File: config.mk
export PLATFORM = sky130hd
export DESIGN_NAME = branch_next_pc
export DESIGN_NICKNAME = d
export VERILOG_FILES = /design/src/rtl/branch_next_pc.sv
export SDC_FILE = /design/constraint.sdc
export NUM_CORES = 1
export LEC_CHECK = 0
export BUFFER_PORTS_ARGS = -buffer_cell sky130_fd_sc_hd__buf_2
export CAP_MARGIN = 25
export CORE_AREA = 2 2 124 126
export DETAILED_ROUTE_END_ITERATION = 10
export DIE_AREA = 0 0 126 128
export PLACE_DENSITY = 0.85
export SLEW_MARGIN = 10
export SYNTH_ARGS = -nofsm -noshare
export SYNTH_HDL_FRONTEND = slang
export SYNTH_SLANG_ARGS = --single-unit
File: constraint.sdc
create_clock -name vclk -period 6.7
set_input_delay 1.34 -clock vclk [all_inputs]
set_output_delay 1.34 -clock vclk [all_outputs]
set_load 0.03 [all_outputs]
File: src/rtl/branch_next_pc.sv
module branch_next_pc #(
  parameter int PC_W = 32,
  parameter int XLEN = 64
) (
  input  logic [PC_W-1:0] pc_i,
  input  logic [7:0]      opcode_i,
  input  logic [15:0]     offset_i,
  input  logic [XLEN-1:0] dst_i,
  input  logic [XLEN-1:0] src_i,
  input  logic [31:0]     imm_i,
  output logic [PC_W-1:0] next_pc_o,
  output logic            taken_o,
  output logic            call_o,
  output logic            exit_o,
  output logic            illegal_o
);
  localparam int OFF_W = 16;
  localparam int IMM_W = 32;
  localparam int HALF  = 32;
  localparam logic [7:0] WIDE_LD = 8'h18;

  logic [2:0] cls;
  logic [3:0] code;
  logic       is64, is32, is_jmp, wide;
  assign cls    = opcode_i[2:0];
  assign code   = opcode_i[7:4];
  assign is64   = cls == 3'd5;
  assign is32   = cls == 3'd6;
  assign is_jmp = is64 | is32;
  assign wide   = opcode_i == WIDE_LD;

  logic [XLEN-1:0] opb;
  assign opb = opcode_i[3] ? src_i : {{(XLEN-IMM_W){imm_i[IMM_W-1]}}, imm_i};

  logic [HALF-1:0] a_lo, b_lo;
  assign a_lo = dst_i[HALF-1:0];
  assign b_lo = opb[HALF-1:0];

  logic eq, ltu, lts, bset;
  assign eq   = is32 ? (a_lo == b_lo) : (dst_i == opb);
  assign ltu  = is32 ? (a_lo < b_lo)  : (dst_i < opb);
  assign lts  = is32 ? ($signed(a_lo) < $signed(b_lo)) : ($signed(dst_i) < $signed(opb));
  assign bset = is32 ? (|(a_lo & b_lo)) : (|(dst_i & opb));

  logic cond, bad, is_call, is_exit;
  always_comb begin
    cond    = 1'b0;
    bad     = 1'b0;
    is_call = 1'b0;
    is_exit = 1'b0;
    unique case (code)
      4'h0: begin cond = is64; bad = is32; end
      4'h1: cond = eq;
      4'h2: cond = !ltu && !eq;
      4'h3: cond = !ltu;
      4'h4: cond = bset;
      4'h5: cond = !eq;
      4'h6: cond = !lts && !eq;
      4'h7: cond = !lts;
      4'h8: is_call = 1'b1;
      4'h9: begin is_exit = is64; bad = is32; end
      4'ha: cond = ltu;
      4'hb: cond = ltu || eq;
      4'hc: cond = lts;
      4'hd: cond = lts || eq;
      default: bad = 1'b1;
    endcase
  end

  logic [PC_W-1:0] off_ext, pc_p1, target;
  assign off_ext = {{(PC_W-OFF_W){offset_i[OFF_W-1]}}, offset_i};
  assign pc_p1   = pc_i + 1'b1;
  assign target  = pc_p1 + off_ext;

  assign illegal_o = is_jmp && bad;
  assign taken_o   = is_jmp && cond && !bad;
  assign call_o    = is_jmp && is_call;
  assign exit_o    = is_jmp && is_exit;

  always_comb begin
    if (illegal_o)    next_pc_o = pc_i;
    else if (taken_o) next_pc_o = target;
    else if (wide)    next_pc_o = pc_i + 2'd2;
    else              next_pc_o = pc_p1;
  end

  always_comb begin

    if (taken_o) taken_target_chk: assert (next_pc_o - pc_i - 1'b1 == off_ext)
      else $error("taken target mismatch");

    if (illegal_o) illegal_hold_chk: assert (next_pc_o == pc_i && !taken_o && !call_o && !exit_o)
      else $error("illegal encoding moved pc");

    if (wide) wide_step_chk: assert (next_pc_o == pc_i + 2'd2 && !taken_o)
      else $error("wide load step wrong");

    if (cls != 3'd5 && cls != 3'd6) nonjump_flags_chk: assert (!taken_o && !call_o && !exit_o && !illegal_o)
      else $error("flag outside jump class");

    flags_excl_chk: assert ($onehot0({taken_o, call_o, exit_o, illegal_o}))
      else $error("flags not exclusive");
  end
endmodule

Word-level counts from Yosys, hierarchy flattened
Index checks and enable logic that the tools add are counted.
W data, S select, Z words.
{"block": "op_classes", "n_addsub": 3, "magnitude_cmp": 4, "n_eq_ne": 18, "n_mux": 12, "n_bitwise": 3, "n_reduce_logical": 18}
{"op": "$lt A64 B64 Y1", "count": 2}
{"op": "$mux W32", "count": 3}
{"op": "$and A64 B64 Y64", "count": 1}
{"op": "$eq A64 B64 Y1", "count": 1}
{"op": "$lt A32 B32 Y1", "count": 2}
{"op": "$mux W64", "count": 1}
{"op": "$reduce_or A64 Y1", "count": 1}
{"op": "$add A32 B1 Y32 const B", "count": 1}
{"op": "$add A32 B2 Y32 const B", "count": 1}
{"op": "$add A32 B32 Y32", "count": 1}
{"op": "$and A32 B32 Y32", "count": 1}
{"op": "$eq A32 B32 Y1", "count": 1}
{"op": "$reduce_or A32 Y1", "count": 1}
{"op": "$eq A4 B4 Y1 const B", "count": 6}
{"op": "$eq A4 B3 Y1 const B", "count": 4}
{"op": "$pmux W1 S12", "count": 1}
{"op": "$reduce_or A12 Y1", "count": 1}
{"op": "$eq A4 B2 Y1 const B", "count": 2}
{"op": "$eq A8 B5 Y1 const B", "count": 1}
{"op": "$logic_and A1 B1 Y1", "count": 7}
{"op": "$eq A3 B3 Y1 const B", "count": 2}
{"op": "$mux W1", "count": 6}
{"op": "$eq A4 B1 Y1 const B", "count": 1}
{"op": "$logic_not A1 Y1", "count": 4}
{"op": "5 further kinds", "count": 6}
{"block": "totals", "reg_bits": 0, "input_bits": 216, "out_inout_bits": 36, "wordCells": 58}

Longest topological paths before layout
{"block": "logic_depth", "word_depth": 10, "depth_mapped": 20, "depth_no_buf": 19}

Worst setup path before layout
Ideal clock, no wire load.
{"block": "synth_timing", "path_type": "in2out", "start": "input port opcode_i[3]", "end": "output port next_pc_o[8]", "t_arrival_ns": 5.891, "t_required_ns": 5.360, "setup_slack_ns": -0.531, "stages": 15, "path_buffers": 3, "path_cell_list": "buf_1 > buf_1 > mux2i_1 > ha_1 > a21oi_1 > o21ai_0 > a221oi_1 > nand3_1 > a211oi_2 > o221ai_1 > mux2_1 > or3_1 > a31o_1 > buf_2 > o311ai_0"}
{"block": "synth_via", "elab_chain_len": 10, "elab_cells_between_ends": 29, "cone_classes": "order compare (4); eq/ne (3); mux (9); bitwise (2); reduce/logical (11)"}
{"element": "start: declaration", "line_no": "6", "text": "input logic [7:0] opcode_i,"}
{"element": "$mux W64", "line_no": "33", "text": "assign opb = opcode_i[3] ? src_i : {{(XLEN-IMM_W){imm_i[IMM_W-1]}}, imm_i};"}
{"element": "$lt A64 B64 Y1 (tied with other cells)", "line_no": "42", "text": "assign lts = is32 ? ($signed(a_lo) < $signed(b_lo)) : ($signed(dst_i) < $signed(opb));"}
{"element": "$mux W1, on equally long branches", "line_no": "42, 40, 41"}
{"element": "$logic_not A1 Y1, on equally long branches"}
{"element": "$logic_and A1 B1 Y1, on equally long branches", "line_no": "58, 54"}
{"element": "$pmux W1 S12", "line_no": "51", "text": "unique case (code)"}
{"element": "$logic_and A1 B1 Y1 (2 in a row)", "line_no": "76", "text": "assign taken_o = is_jmp && cond && !bad;"}
{"element": "$mux W32 (*)", "line_no": "82", "text": "else if (taken_o) next_pc_o = target;"}
{"element": "$mux W32 (*)", "line_no": "81", "text": "if (illegal_o) next_pc_o = pc_i;"}
{"element": "end: declaration", "line_no": "11", "text": "output logic [PC_W-1:0] next_pc_o,"}
Every way passes the cells marked *; elsewhere a longest branch is shown, timed or not.

Final worst setup path
Same ends and word-level chain as after synthesis.

==> metrics.md <==
| Metric | Value |
|---|---|
| Result of the run | finished, final reports clean |
| Hold WS | 3090 ps |
| Total iterations of the first detailed-routing run | 5 |
| Share of the yosys chip area belonging to registers | 0% |
| Count of hold-fix buffers inserted at cts | 0 |
| Overall overflow remaining after global route | 0 |
| Reported leakage power | approximately 4.5 nW |
| Post-route DRC violation count | 0 |
| Worst slew pin tran | roughly 560 ps |
| Core outline area | 14,900 um^2 |
| Met1 wire length | 9470 um |
| Worst Hold Depth | 4 |
| Antenna violation net count after detailed routing | 0 |
| Initial core utilization | roughly 44% |
| Number of endpoints failing setup at the final stage | 0 |
| Power Density | 75.3 nW/um^2 |
| Post-Syn Area per Cell | 7.03 um^2 |
| Element type at the critical path end | primary output |
| Library cells used by synthesis | between 60 and 70 |
| Avg WL per Cell | roughly 17 um |
| Setup repair after global routing missed its margin | yes |
| CP most frequent cell | buf_12 |
| Cell type with the highest aggregate area in the netlist | ha_1 |
| Critical path, cell by cell | clkbuf_4 > bufbuf_16 > mux2i_1 > ha_1 > nand2_1 > nor2_1 > a211oi_1 > o21ai_0 > a211oi_2 > o221ai_1 > mux2_1 > or3_1 > a31o_4 > buf_12 > buf_12 > o311ai_2 > buf_4 |
| Maximum number of pins on one net before global-route repair | 34 |
| Post-synth top area share | 30.7% |
| Endpoint of the worst hold path | next_pc_o[28] |
| Final sequential cell count | 0 |
| Final period utilization | a little over nine tenths |
| Global router's overall resource usage | between 20 and 30% |
| Vias/cell | roughly 6 |
| Total of max-cap violations | 0 |
| Critical path startpoint category | input port |
| Total Routed Length | 23,400 um |
| Placer congestion estimate | 0.953 |
| Dominant delay contributor by cell family on the critical path | compound AO/OA/AOI/OAI gates |
| Achievable clock frequency | 151 MHz |
| Launch instance of the worst min-delay path | pc_i[28] |
| Commonest cells in the netlist | ha_1, a21oi_1, inv_1 |
| Type of the worst setup path | in2out |
| Cell types occupying the most area after synthesis | ha_1, a21oi_1, mux2i_1 |
| Dpl hpwl | roughly 19,000 um |
| Worst slew slack as a fraction of its limit | 62.2% |
| Gate count after technology mapping | 932 |
| Via count of the first global-routing pass | 7,743 |
| Delay contributed by the slowest stage of the critical path | 350 ps |
| Share of the core filled with cells in the final layout | 58.5% |
| Die X-Extent | roughly 130 um |
| Antenna violations before repair | 1 |
| Total via count in the routed design | a little over 8k |
| Max-slew violation count | 0 |
| Number of fill cells | 1,350 |
| Number of placed I/O pins | about 250 |
| Number of nets in the layout | approximately 1.6k |
| Shortest period the worst path allows | 6630 ps |
| Height of the chip | roughly 130 um |
| Area of combinational cells with multiple inputs | 6390 um^2 |
| Arrival time at the worst endpoint | 5290 ps |
| Most repeated cell in the gate-level netlist after synthesis | ha_1 |
| Starting DRC count in detailed routing | 510 |
| Slowest-stage cell, CP | mux2i_1 |
| Amount of wire on met2 after detailed routing | 11,600 um |
| Count of port buffers added during placement | 252 |
| Largest vdd supply drop | 0.0387 mV |
| Uppermost layer routed | met4 |
| Synthesis-to-finish area growth | 32.7% |
| Count of synthesis-stage warnings from yosys | 0 |
| Synthesized net count | 1,310 |
| Count of standard-cell rows | 45 |
| Number of buffers and inverters on the critical path | 5 |
| Layout cells sized above 1 | between 30% and 40% |
| Count of clock buffers in the final design | 0 |
| Met3 layer wire length in the routed design | 1540 um |
| Worst min path class | in2out |
| Area used by sequential logic in the layout | 0 um^2 |
| Summed instance area of the synthesized netlist | about 6600 um^2 |
| DIE AREA | 16,100 um^2 |
| Endpoint required time on the critical path | 5360 ps |
| Count of final hold-check violations | 0 |
| Global-route wire length before repair | 35,300 um |
| CP Max Fanout | 26 |
-- layout by cell type (no fill, tap or decap), types with 8 or more instances in the layout --
master	count
and3_1	12
xnor2_1	37
nor3_1	26
mux2i_1	32
nand2_1	77
o211ai_1	9
buf_4	40
nor4_1	21
o21ai_0	26
inv_1	86
a21o_1	17
a21oi_1	89
buf_2	238
nand3_1	38
nor2_1	54
and2_1	8
xor2_1	25
nand4_1	25
a22oi_2	11
or3_1	8
ha_1	161
-- final cells by class --
class	instances	area share, %
Tap cell	188	2.71
Antenna cell	2	0.0576
Inverter	87	3.78
Timing Repair Buffer	292	19.9
Multi-Input combinational cell	804	73.6
-- tightest hold or removal path, stage by stage --
cell      delay (ps)
buf_2            120
inv_1             60
a211oi_2          60
buf_4            160
-- per-stage QoR --
| stage | cells | cell area [um^2] | TNS [ps] | worst slack (ps) | power, mW |
|---|---|---|---|---|---|
| floorplan | 932 | 6690 | -115 | -57.5 | 0.398 |
| global placement | 1364 | 8310 | 0 | 45.5 | 0.582 |
| detailed placement | 1364 | 8310 | -76.6 | -42.4 | 0.598 |
| CTS | 1365 | 8350 | 0 | 1.12 | 0.607 |
| global route | 1372 | 8690 | -2040 | -116 | 0.718 |
| finish | 1373 | 8690 | 0 | 67.6 | 0.655 |
-- logic make-up after synthesis --
kind of cell | count (synthesis) | synth area share (%)
simple gates | 306 | 23.4
mux | 45 | 7.01
fa+ha+maj | 162 | 31.0
xor+xnor | 62 | 8.29
buf+inv | 128 | 7.75
compound gates | 229 | 22.5
-- how the worst max path moves through the flow --
stage | from | slack, ps | cells past startpoint | end
6_report | opcode_i[3] | 70 | 17 | next_pc_o[8]
5_1_grt | opcode_i[3] | -120 | 17 | next_pc_o[31]
4_1_cts | opcode_i[3] | 1 | 19 | next_pc_o[22]
3_5_place_dp | opcode_i[3] | -40 | 18 | next_pc_o[22]
3_3_place_gp | opcode_i[3] | 50 | 17 | next_pc_o[12]
2_1_floorplan | opcode_i[3] | -60 | 16 | next_pc_o[20]
-- power by group --
group / switching, mW / internal, mW / leakage, nW
logic: 0.375 / 0.280 / 4.50
registers: 0 / 0 / 0
clock network: 0 / 0.0000000399 / 0.0000127
-- what timing repair did --
| action | in CTS | in global routing |
|---|---|---|
| setup endpoints to repair | 3 | 31 |
| gates resized for setup | 2 | 72 |
| gates cloned | 1 | 2 |
| setup buffers | 0 | 4 |
| pin swaps | 0 | 13 |
-- routing by layer --
metal	GRT usage (%)	vias to the layer above
met5	0	-
met2	47.3	354
met1	31.3	3769
met4	7.11	0
li1	-	3891
met3	3.05	87
Power figures use the tool's default switching activity.
